File: config.mk
export PLATFORM = sky130hd
export DESIGN_NAME = stereo_fir_engine
export DESIGN_NICKNAME = d
export VERILOG_FILES = /design/src/rtl/fir_pkg.sv /design/src/rtl/fir_coef_bank.sv /design/src/rtl/fir_delay_bank.sv /design/src/rtl/fir_mac_unit.sv /design/src/rtl/fir_ctrl.sv /design/src/rtl/stereo_fir_engine.sv
export SDC_FILE = /design/constraint.sdc
export NUM_CORES = 2
export LEC_CHECK = 0
export BUFFER_PORTS_ARGS = -buffer_cell sky130_fd_sc_hd__buf_2
export CORE_MARGIN = 2
export CORE_UTILIZATION = 50
export DETAILED_ROUTE_END_ITERATION = 8
export PLACE_DENSITY = 0.66
export SLEW_MARGIN = 20
export SYNTH_ARGS = -nofsm -noshare
export SYNTH_HDL_FRONTEND = slang
export SYNTH_SLANG_ARGS = --single-unit
export TNS_END_PERCENT = 5
File: constraint.sdc
create_clock -name clk -period 27.7 [get_ports clk]
set_input_delay 5.54 -clock clk [delete_from_list [all_inputs] [get_ports clk]]
set_output_delay 5.54 -clock clk [all_outputs]
set_load 0.01 [all_outputs]
File: src/rtl/fir_pkg.sv
package fir_pkg;
    localparam int NUM_CH = 2;
    localparam int CH_W   = 1;

    typedef enum logic [2:0] {
        ST_IDLE,
        ST_LOAD,
        ST_MAC,
        ST_LAST,
        ST_STORE
    } fir_state_t;
endpackage

File: src/rtl/fir_coef_bank.sv
module fir_coef_bank #(
    parameter int DW   = 16,
    parameter int TAPS = 8,
    parameter int AW   = $clog2(TAPS)
) (
    input  logic                 clk,
    input  logic                 rst_n,
    input  logic                 we,
    input  logic [AW-1:0]        waddr,
    input  logic signed [DW-1:0] wdata,
    input  logic [AW-1:0]        raddr,
    output logic signed [DW-1:0] rdata
);
    logic signed [DW-1:0] mem [TAPS];

    always_ff @(posedge clk or negedge rst_n) begin
        if (!rst_n) begin
            for (int i = 0; i < TAPS; i++) mem[i] <= '0;
        end else if (we && (32'(waddr) < TAPS)) begin
            mem[waddr] <= wdata;
        end
    end

    assign rdata = mem[raddr];
endmodule

File: src/rtl/fir_delay_bank.sv
module fir_delay_bank
    import fir_pkg::*;
#(
    parameter int DW   = 16,
    parameter int TAPS = 8,
    parameter int AW   = $clog2(TAPS)
) (
    input  logic                 clk,
    input  logic                 rst_n,
    input  logic                 wr_en,
    input  logic [CH_W-1:0]      wr_ch,
    input  logic [AW-1:0]        wr_addr,
    input  logic signed [DW-1:0] wr_data,
    input  logic [CH_W-1:0]      rd_ch,
    input  logic [AW-1:0]        rd_addr,
    output logic signed [DW-1:0] rd_data
);
    logic signed [DW-1:0] ch_rd [NUM_CH];

    for (genvar c = 0; c < NUM_CH; c++) begin : g_line
        logic signed [DW-1:0] line [TAPS];

        always_ff @(posedge clk or negedge rst_n) begin
            if (!rst_n) begin
                for (int i = 0; i < TAPS; i++) line[i] <= '0;
            end else if (wr_en && (wr_ch == CH_W'(c))) begin
                line[wr_addr] <= wr_data;
            end
        end

        assign ch_rd[c] = line[rd_addr];
    end

    assign rd_data = ch_rd[rd_ch];
endmodule

File: src/rtl/fir_mac_unit.sv
module fir_mac_unit #(
    parameter int DW    = 16,
    parameter int ACC_W = 40
) (
    input  logic                 clk,
    input  logic                 rst_n,
    input  logic                 clr,
    input  logic                 en,
    input  logic signed [DW-1:0] a,
    input  logic signed [DW-1:0] b,
    output logic signed [DW-1:0] result
);
    localparam int PW    = 2 * DW;
    localparam int HEAD  = ACC_W - PW + 1;
    localparam logic signed [DW-1:0] POS_LIM = {1'b0, {(DW-1){1'b1}}};
    localparam logic signed [DW-1:0] NEG_LIM = {1'b1, {(DW-1){1'b0}}};
    localparam logic signed [ACC_W-1:0] HALF =
        {{(ACC_W-DW){1'b0}}, 1'b1, {(DW-1){1'b0}}};

    logic signed [PW-1:0]    prod;
    logic signed [ACC_W-1:0] prod_x;
    logic signed [ACC_W-1:0] acc_q;
    logic signed [ACC_W-1:0] rnd;
    logic [HEAD-1:0]         head;
    logic                    ovf;

    // fractional product: signed product shifted by one, sign-extended
    assign prod   = a * b;
    assign prod_x = {{(ACC_W-PW){prod[PW-1]}}, prod} <<< 1;

    always_ff @(posedge clk or negedge rst_n) begin
        if (!rst_n)   acc_q <= '0;
        else if (clr) acc_q <= '0;
        else if (en)  acc_q <= acc_q + prod_x;
    end

    // round half up, then clamp to the output word
    assign rnd  = acc_q + HALF;
    assign head = rnd[ACC_W-1:PW-1];
    assign ovf  = !((&head) || !(|head));

    always_comb begin
        if (ovf) result = rnd[ACC_W-1] ? NEG_LIM : POS_LIM;
        else     result = rnd[PW-1:DW];
    end
endmodule

File: src/rtl/fir_ctrl.sv
module fir_ctrl
    import fir_pkg::*;
#(
    parameter int DW   = 16,
    parameter int TAPS = 8,
    parameter int AW   = $clog2(TAPS)
) (
    input  logic                 clk,
    input  logic                 rst_n,
    input  logic                 start,
    input  logic signed [DW-1:0] left_in,
    input  logic signed [DW-1:0] right_in,
    input  logic signed [DW-1:0] mac_result,
    output logic                 wr_en,
    output logic [CH_W-1:0]      wr_ch,
    output logic [AW-1:0]        wr_addr,
    output logic signed [DW-1:0] wr_data,
    output logic [CH_W-1:0]      rd_ch,
    output logic [AW-1:0]        rd_addr,
    output logic [AW-1:0]        coef_raddr,
    output logic                 mac_clr,
    output logic                 mac_en,
    output logic signed [DW-1:0] left_out,
    output logic signed [DW-1:0] right_out,
    output logic                 busy,
    output logic                 done,
    output logic                 overrun
);
    localparam logic [AW:0]   SPAN     = (AW+1)'(TAPS);
    localparam logic [AW-1:0] TAP_PEN  = AW'(TAPS - 2);
    localparam logic [AW-1:0] ONE      = AW'(1);
    localparam logic [CH_W-1:0] LAST_CH = CH_W'(NUM_CH - 1);

    fir_state_t state_q, state_d;

    logic [CH_W-1:0]      ch_q;
    logic [AW-1:0]        tap_q;
    logic [AW-1:0]        base_q;
    logic [AW-1:0]        ptr_q [NUM_CH];
    logic signed [DW-1:0] smp_q [NUM_CH];
    logic signed [DW-1:0] out_q [NUM_CH];
    logic                 done_q;
    logic                 ovr_q;
    logic                 accept;

    function automatic logic [AW-1:0] mod_add(input logic [AW-1:0] x,
                                              input logic [AW-1:0] y);
        logic [AW:0] s;
        s = {1'b0, x} + {1'b0, y};
        if (s >= SPAN) s = s - SPAN;
        return s[AW-1:0];
    endfunction

    assign accept = start && (state_q == ST_IDLE);

    // state register
    always_ff @(posedge clk or negedge rst_n) begin
        if (!rst_n) state_q <= ST_IDLE;
        else        state_q <= state_d;
    end

    // next-state logic
    always_comb begin
        state_d = state_q;
        unique case (state_q)
            ST_IDLE:  if (start) state_d = ST_LOAD;
            ST_LOAD:  state_d = (TAPS > 2) ? ST_MAC : ST_LAST;
            ST_MAC:   if (tap_q == TAP_PEN) state_d = ST_LAST;
            ST_LAST:  state_d = ST_STORE;
            ST_STORE: state_d = (ch_q == LAST_CH) ? ST_IDLE : ST_LOAD;
            default:  state_d = ST_IDLE;
        endcase
    end

    // per-state strobes toward memories and the MAC
    always_comb begin
        wr_en      = (state_q == ST_LOAD);
        wr_ch      = ch_q;
        wr_addr    = ptr_q[ch_q];
        wr_data    = smp_q[ch_q];
        rd_ch      = ch_q;
        rd_addr    = mod_add(base_q, tap_q);
        coef_raddr = tap_q;
        mac_clr    = (state_q == ST_LOAD);
        mac_en     = (state_q == ST_MAC) || (state_q == ST_LAST);
    end

    // registered outputs and datapath bookkeeping
    always_ff @(posedge clk or negedge rst_n) begin
        if (!rst_n) begin
            ch_q   <= '0;
            tap_q  <= '0;
            base_q <= '0;
            done_q <= 1'b0;
            ovr_q  <= 1'b0;
            for (int c = 0; c < NUM_CH; c++) begin
                ptr_q[c] <= '0;
                smp_q[c] <= '0;
                out_q[c] <= '0;
            end
        end else begin
            if (start && !accept) ovr_q <= 1'b1;
            unique case (state_q)
                ST_IDLE: begin
                    if (accept) begin
                        smp_q[0] <= left_in;
                        smp_q[1] <= right_in;
                        ch_q     <= '0;
                        done_q   <= 1'b0;
                    end
                end
                ST_LOAD: begin
                    base_q <= mod_add(ptr_q[ch_q], ONE);
                    tap_q  <= '0;
                end
                ST_MAC: begin
                    tap_q <= tap_q + ONE;
                end
                ST_LAST: begin
                    tap_q <= '0;
                end
                ST_STORE: begin
                    out_q[ch_q] <= mac_result;
                    ptr_q[ch_q] <= base_q;
                    if (ch_q == LAST_CH) done_q <= 1'b1;
                    else                 ch_q   <= ch_q + CH_W'(1);
                end
                default: ;
            endcase
        end
    end

    assign left_out  = out_q[0];
    assign right_out = out_q[1];
    assign busy      = (state_q != ST_IDLE);
    assign done      = done_q;
    assign overrun   = ovr_q;
endmodule

File: src/rtl/stereo_fir_engine.sv
module stereo_fir_engine
    import fir_pkg::*;
#(
    parameter int DATA_W = 16,
    parameter int TAPS   = 8,
    parameter int ACC_W  = 40
) (
    input  logic                      clk,
    input  logic                      rst_n,
    input  logic                      start,
    input  logic signed [DATA_W-1:0]  left_in,
    input  logic signed [DATA_W-1:0]  right_in,
    input  logic                      coef_we,
    input  logic [$clog2(TAPS)-1:0]   coef_addr,
    input  logic signed [DATA_W-1:0]  coef_wdata,
    output logic signed [DATA_W-1:0]  left_out,
    output logic signed [DATA_W-1:0]  right_out,
    output logic                      busy,
    output logic                      done,
    output logic                      overrun
);
    localparam int AW = $clog2(TAPS);

    logic                     wr_en;
    logic [CH_W-1:0]          wr_ch;
    logic [AW-1:0]            wr_addr;
    logic signed [DATA_W-1:0] wr_data;
    logic [CH_W-1:0]          rd_ch;
    logic [AW-1:0]            rd_addr;
    logic [AW-1:0]            coef_raddr;
    logic signed [DATA_W-1:0] hist_q;
    logic signed [DATA_W-1:0] coef_q;
    logic                     mac_clr;
    logic                     mac_en;
    logic signed [DATA_W-1:0] mac_result;

    fir_ctrl #(.DW(DATA_W), .TAPS(TAPS), .AW(AW)) u_ctrl (
        .clk        (clk),
        .rst_n      (rst_n),
        .start      (start),
        .left_in    (left_in),
        .right_in   (right_in),
        .mac_result (mac_result),
        .wr_en      (wr_en),
        .wr_ch      (wr_ch),
        .wr_addr    (wr_addr),
        .wr_data    (wr_data),
        .rd_ch      (rd_ch),
        .rd_addr    (rd_addr),
        .coef_raddr (coef_raddr),
        .mac_clr    (mac_clr),
        .mac_en     (mac_en),
        .left_out   (left_out),
        .right_out  (right_out),
        .busy       (busy),
        .done       (done),
        .overrun    (overrun)
    );

    fir_coef_bank #(.DW(DATA_W), .TAPS(TAPS), .AW(AW)) u_coef (
        .clk   (clk),
        .rst_n (rst_n),
        .we    (coef_we),
        .waddr (coef_addr),
        .wdata (coef_wdata),
        .raddr (coef_raddr),
        .rdata (coef_q)
    );

    fir_delay_bank #(.DW(DATA_W), .TAPS(TAPS), .AW(AW)) u_hist (
        .clk     (clk),
        .rst_n   (rst_n),
        .wr_en   (wr_en),
        .wr_ch   (wr_ch),
        .wr_addr (wr_addr),
        .wr_data (wr_data),
        .rd_ch   (rd_ch),
        .rd_addr (rd_addr),
        .rd_data (hist_q)
    );

    fir_mac_unit #(.DW(DATA_W), .ACC_W(ACC_W)) u_mac (
        .clk    (clk),
        .rst_n  (rst_n),
        .clr    (mac_clr),
        .en     (mac_en),
        .a      (hist_q),
        .b      (coef_q),
        .result (mac_result)
    );
endmodule

==> flow_results.xml <==
<?xml version="1.0" encoding="UTF-8"?>
<metrics>
  <group name="detailed_routing">
    <metric name="num_vias" unit="">23100</metric>
    <metric name="met2_length" unit="um">41400</metric>
    <metric name="wl_per_cell" unit="um">19.6</metric>
    <metric name="detail_route.first_pass.iterations" unit="">8</metric>
    <metric name="highest-signal-layer" unit="">met4</metric>
    <metric name="drt_iter0_drc" unit="">1488</metric>
    <metric name="met3_length" unit="um">3150</metric>
    <metric name="drt-met1-wl" unit="um">32200</metric>
    <metric name="final_antenna_net_count" unit="">0</metric>
    <metric name="drt-total-wl" unit="um">79500</metric>
    <metric name="vias_per_cell" unit="">5.69</metric>
    <metric name="drc" unit="">0</metric>
  </group>
  <group name="global_route">
    <metric name="grt_start_max_net_pins" unit="">155</metric>
    <metric name="total_global_route_track_usage" unit="%">23.8</metric>
    <metric name="grt_first_pass_wirelength" unit="um">132000</metric>
    <metric name="grt_remaining_overflow" unit="">0</metric>
    <metric name="initial_antenna_violation_count" unit="">1</metric>
    <metric name="grt_pass1_vias" unit="">24900</metric>
  </group>
  <group name="place">
    <metric name="place_congestion" unit="">0.877</metric>
    <metric name="place.port_buffers" unit="">89</metric>
    <metric name="post-dp-hpwl" unit="um">54800</metric>
  </group>
  <group name="critical_path">
    <metric name="worst-endpoint-required" unit="ns">28.19</metric>
    <metric name="critPathMaxStageDelay" unit="ns">0.91</metric>
    <metric name="timing.critical_path.from_type" unit="">flip-flop</metric>
    <metric name="critical_path_buf_inv_count" unit="">6</metric>
    <metric name="crit_fanout" unit="">64</metric>
    <metric name="cpMostUsedCell" unit="">fa_1</metric>
    <metric name="endpoint_kind" unit="">flip-flop</metric>
    <metric name="path_class" unit="">reg -&gt; reg</metric>
    <metric name="worst-endpoint-arrival" unit="ns">12.62</metric>
    <metric name="critical_path.slowest_cell" unit="">fa_1</metric>
    <metric name="cpLargestDelayFamily" unit="">adder cells</metric>
  </group>
  <group name="synth">
    <metric name="yosys-mux-area-fraction" unit="%">14.2</metric>
    <metric name="postSynthAreaPerCell" unit="um^2">10.8</metric>
    <metric name="synth-xor-area-share" unit="%">2.39</metric>
    <metric name="synthAdderAreaFrac" unit="%">20.5</metric>
    <metric name="number_of_synthesized_flops_with_an_enable_pin" unit="">0</metric>
    <metric name="yosysWarningCount" unit="">0</metric>
    <metric name="synthesis.instances" unit="">3122</metric>
    <metric name="synth_compound_area_share" unit="%">9.03</metric>
    <metric name="synth_flop_cell" unit="">dfrtp_1</metric>
    <metric name="synthArstFlopShare" unit="%">100</metric>
    <metric name="post_synth_num_cell_types" unit="">64</metric>
    <metric name="synth_simple_gate_area_share" unit="%">10.8</metric>
    <metric name="mappedNetlistArea" unit="um^2">33600</metric>
    <metric name="sequential_to_total_area_share_from_yosys_stat" unit="%">37.6</metric>
    <metric name="ys_ff_latch" unit="">505</metric>
    <metric name="synth_nets" unit="">3568</metric>
    <metric name="dominant_combinational_cell_family_by_area_after_synthesis" unit="">adder cells</metric>
  </group>
  <group name="floorplanning">
    <metric name="floorplan.core_area" unit="um^2">66100</metric>
    <metric name="io_count" unit="">90</metric>
    <metric name="initial_core_util" unit="%">50.8</metric>
    <metric name="design.die.area" unit="um^2">69200</metric>
    <metric name="dieWidth" unit="um">263</metric>
    <metric name="die_h" unit="um">263</metric>
    <metric name="fp-row-count" unit="">94</metric>
  </group>
  <group name="sta">
    <metric name="finalSetupTns" unit="ns">0</metric>
    <metric name="final_period_minus_worst_setup_slack" unit="ns">12.13</metric>
    <metric name="final_hold_viol_count" unit="">0</metric>
    <metric name="timing.max_slew.rel_slack" unit="%">24.2</metric>
    <metric name="max_slew_violations" unit="">0</metric>
    <metric name="slew_at_the_pin_closest_to_its_max_slew_limit" unit="ns">1.11</metric>
    <metric name="finalSetupViolCount" unit="">0</metric>
    <metric name="post-route-period-util" unit="%">43.8</metric>
    <metric name="grt_setup_unrepaired" unit="">no</metric>
    <metric name="clock.fmax" unit="MHz">82.4</metric>
    <metric name="final.setup_skew" unit="ns">0.0248</metric>
  </group>
  <group name="final_layout">
    <metric name="final_common_cell" unit="">dfrtp_1</metric>
    <metric name="final_nets" unit="">3599</metric>
    <metric name="synthToLayoutAreaGrowth" unit="%">9.69</metric>
    <metric name="mostFrequentLayoutCells" unit="">503 x dfrtp_1, 316 x inv_1, 298 x nand2_1, 264 x fa_1, 240 x a21oi_1</metric>
    <metric name="layout-drive-gt1-share" unit="%">17.4</metric>
    <metric name="number_of_diodes_added_for_antenna_fixing" unit="">0</metric>
  </group>
  <group name="clock_tree">
    <metric name="cts_inserted_buffers" unit="">53</metric>
    <metric name="cts_tree" unit="">built</metric>
    <metric name="postCtsSetupRepairBufs" unit="">0</metric>
    <metric name="clock-root-buffer" unit="">clkbuf_16</metric>
    <metric name="cts.hold.buffers_added" unit="">0</metric>
    <metric name="cts.clk_slew.worst_paths" unit="ns">0.06</metric>
    <metric name="cts-htree-levels" unit="">2</metric>
    <metric name="cts-root-to-sink-buffers" unit="">3</metric>
    <metric name="clock_insertion_delay_at_the_later_pin_of_the_skew_report" unit="ns">0.62</metric>
    <metric name="cts.sink_count" unit="">505</metric>
    <metric name="post_cts_resize_count" unit="">0</metric>
  </group>
  <group name="min_path">
    <metric name="min-delay-path-class" unit="">reg -&gt; reg</metric>
  </group>
  <group name="flow_run">
    <metric name="timing.max_cap.violations" unit="">0</metric>
  </group>
  <group name="outcome">
    <metric name="run_status" unit="">completed</metric>
  </group>
</metrics>
## path summary, 6_finish.rpt
check                                     startpoint                         to  slack (ns)  depth (start not counted)
worst min register to register        u_ctrl.overrun             u_ctrl.overrun        0.47                          1
worst max register to register  u_ctrl.coef_raddr[0]            u_mac.acc_q[39]       15.57                         36
worst max-delay path            u_ctrl.coef_raddr[0]            u_mac.acc_q[39]       15.57                         36
worst min-delay path                  u_ctrl.overrun             u_ctrl.overrun        0.47                          1
max in group asynchronous                      rst_n  u_hist.g_line[0].line[34]       20.63                          3
min in group asynchronous                      rst_n             u_coef.mem[34]        4.99                          1
## Yosys cell counts (12+ instances only)
cell type	instances	area (um^2)
xor2_1	35	307
and2_1	51	319
mux2i_1	28	280
nand2b_1	32	200
nor3_1	16	80.1
mux4_2	112	2520
nand2_1	298	1120
mux2_2	175	1970
dfrtp_1	505	12600
clkbuf_1	148	556
a21o_1	27	203
nand3_1	23	115
ha_1	127	1590
o21a_1	25	188
nor2b_1	89	557
a21oi_1	240	1200
xnor2_1	54	473
inv_1	316	1190
and3_1	12	75.1
nor2_1	246	923
o21ai_0	184	921
fa_1	264	5290
## cell type report
cell class,count,area (um^2)
Clock inverter,19,267
Tap cell,864,1080
Fill cell,5595,29300
Sequential cell,505,12600
Clock buffer,79,1570
Inverter,317,1190
Timing Repair Buffer,142,873
Multi-Input combinational cell,2134,19200
## cell families after synthesis
logic type | after synthesis
and+or+nand+nor | 800
AOI/OAI and AO/OA | 538
DFF | 505
buffers and inverters | 483
adders and majority gates | 391
muxes | 315
xor gates and xnor gates | 90
## metal layers
metal | vias up | track usage, %
met4 | 0 | 8.93
li1 | 10500 | -
met5 | - | 0
met2 | 548 | 43.0
met1 | 11900 | 29.8
met3 | 166 | 2.37
## state kept, by name, indices dropped and copies added (netlist names)
signal	count
u_ctrl.done	1
u_coef.mem	128
u_hist.g_line.line	256
u_ctrl.coef_raddr	3
u_ctrl.ptr_q	6
u_ctrl.smp_q	32
u_ctrl.left_out	16
u_ctrl.right_out	16
u_ctrl.base_q	3
u_mac.acc_q	39
u_ctrl.state_q	3
u_ctrl.overrun	1
u_ctrl.rd_ch	1
## stage by stage
| stage | hold WS [ns] | area (um^2) | utilization [%] | setup WS [ns] | cells |
|---|---|---|---|---|---|
| global placement | 0.443 | 35000 | 52.9 | 15.69 | 3962 |
| floorplan | 0.445 | 33600 | - | 16.47 | 3122 |
| CTS | 0.471 | 36800 | 55.7 | 15.42 | 4060 |
| finish | 0.470 | 36800 | 55.7 | 15.57 | 4060 |
| detailed placement | 0.448 | 35000 | 52.9 | 15.47 | 3962 |
| global route | 0.491 | 36800 | 55.7 | 14.83 | 4060 |
Power is left out: the tool's default activity adds up to more than one toggle a clock period on the data nets, which glitch-free logic cannot reach.
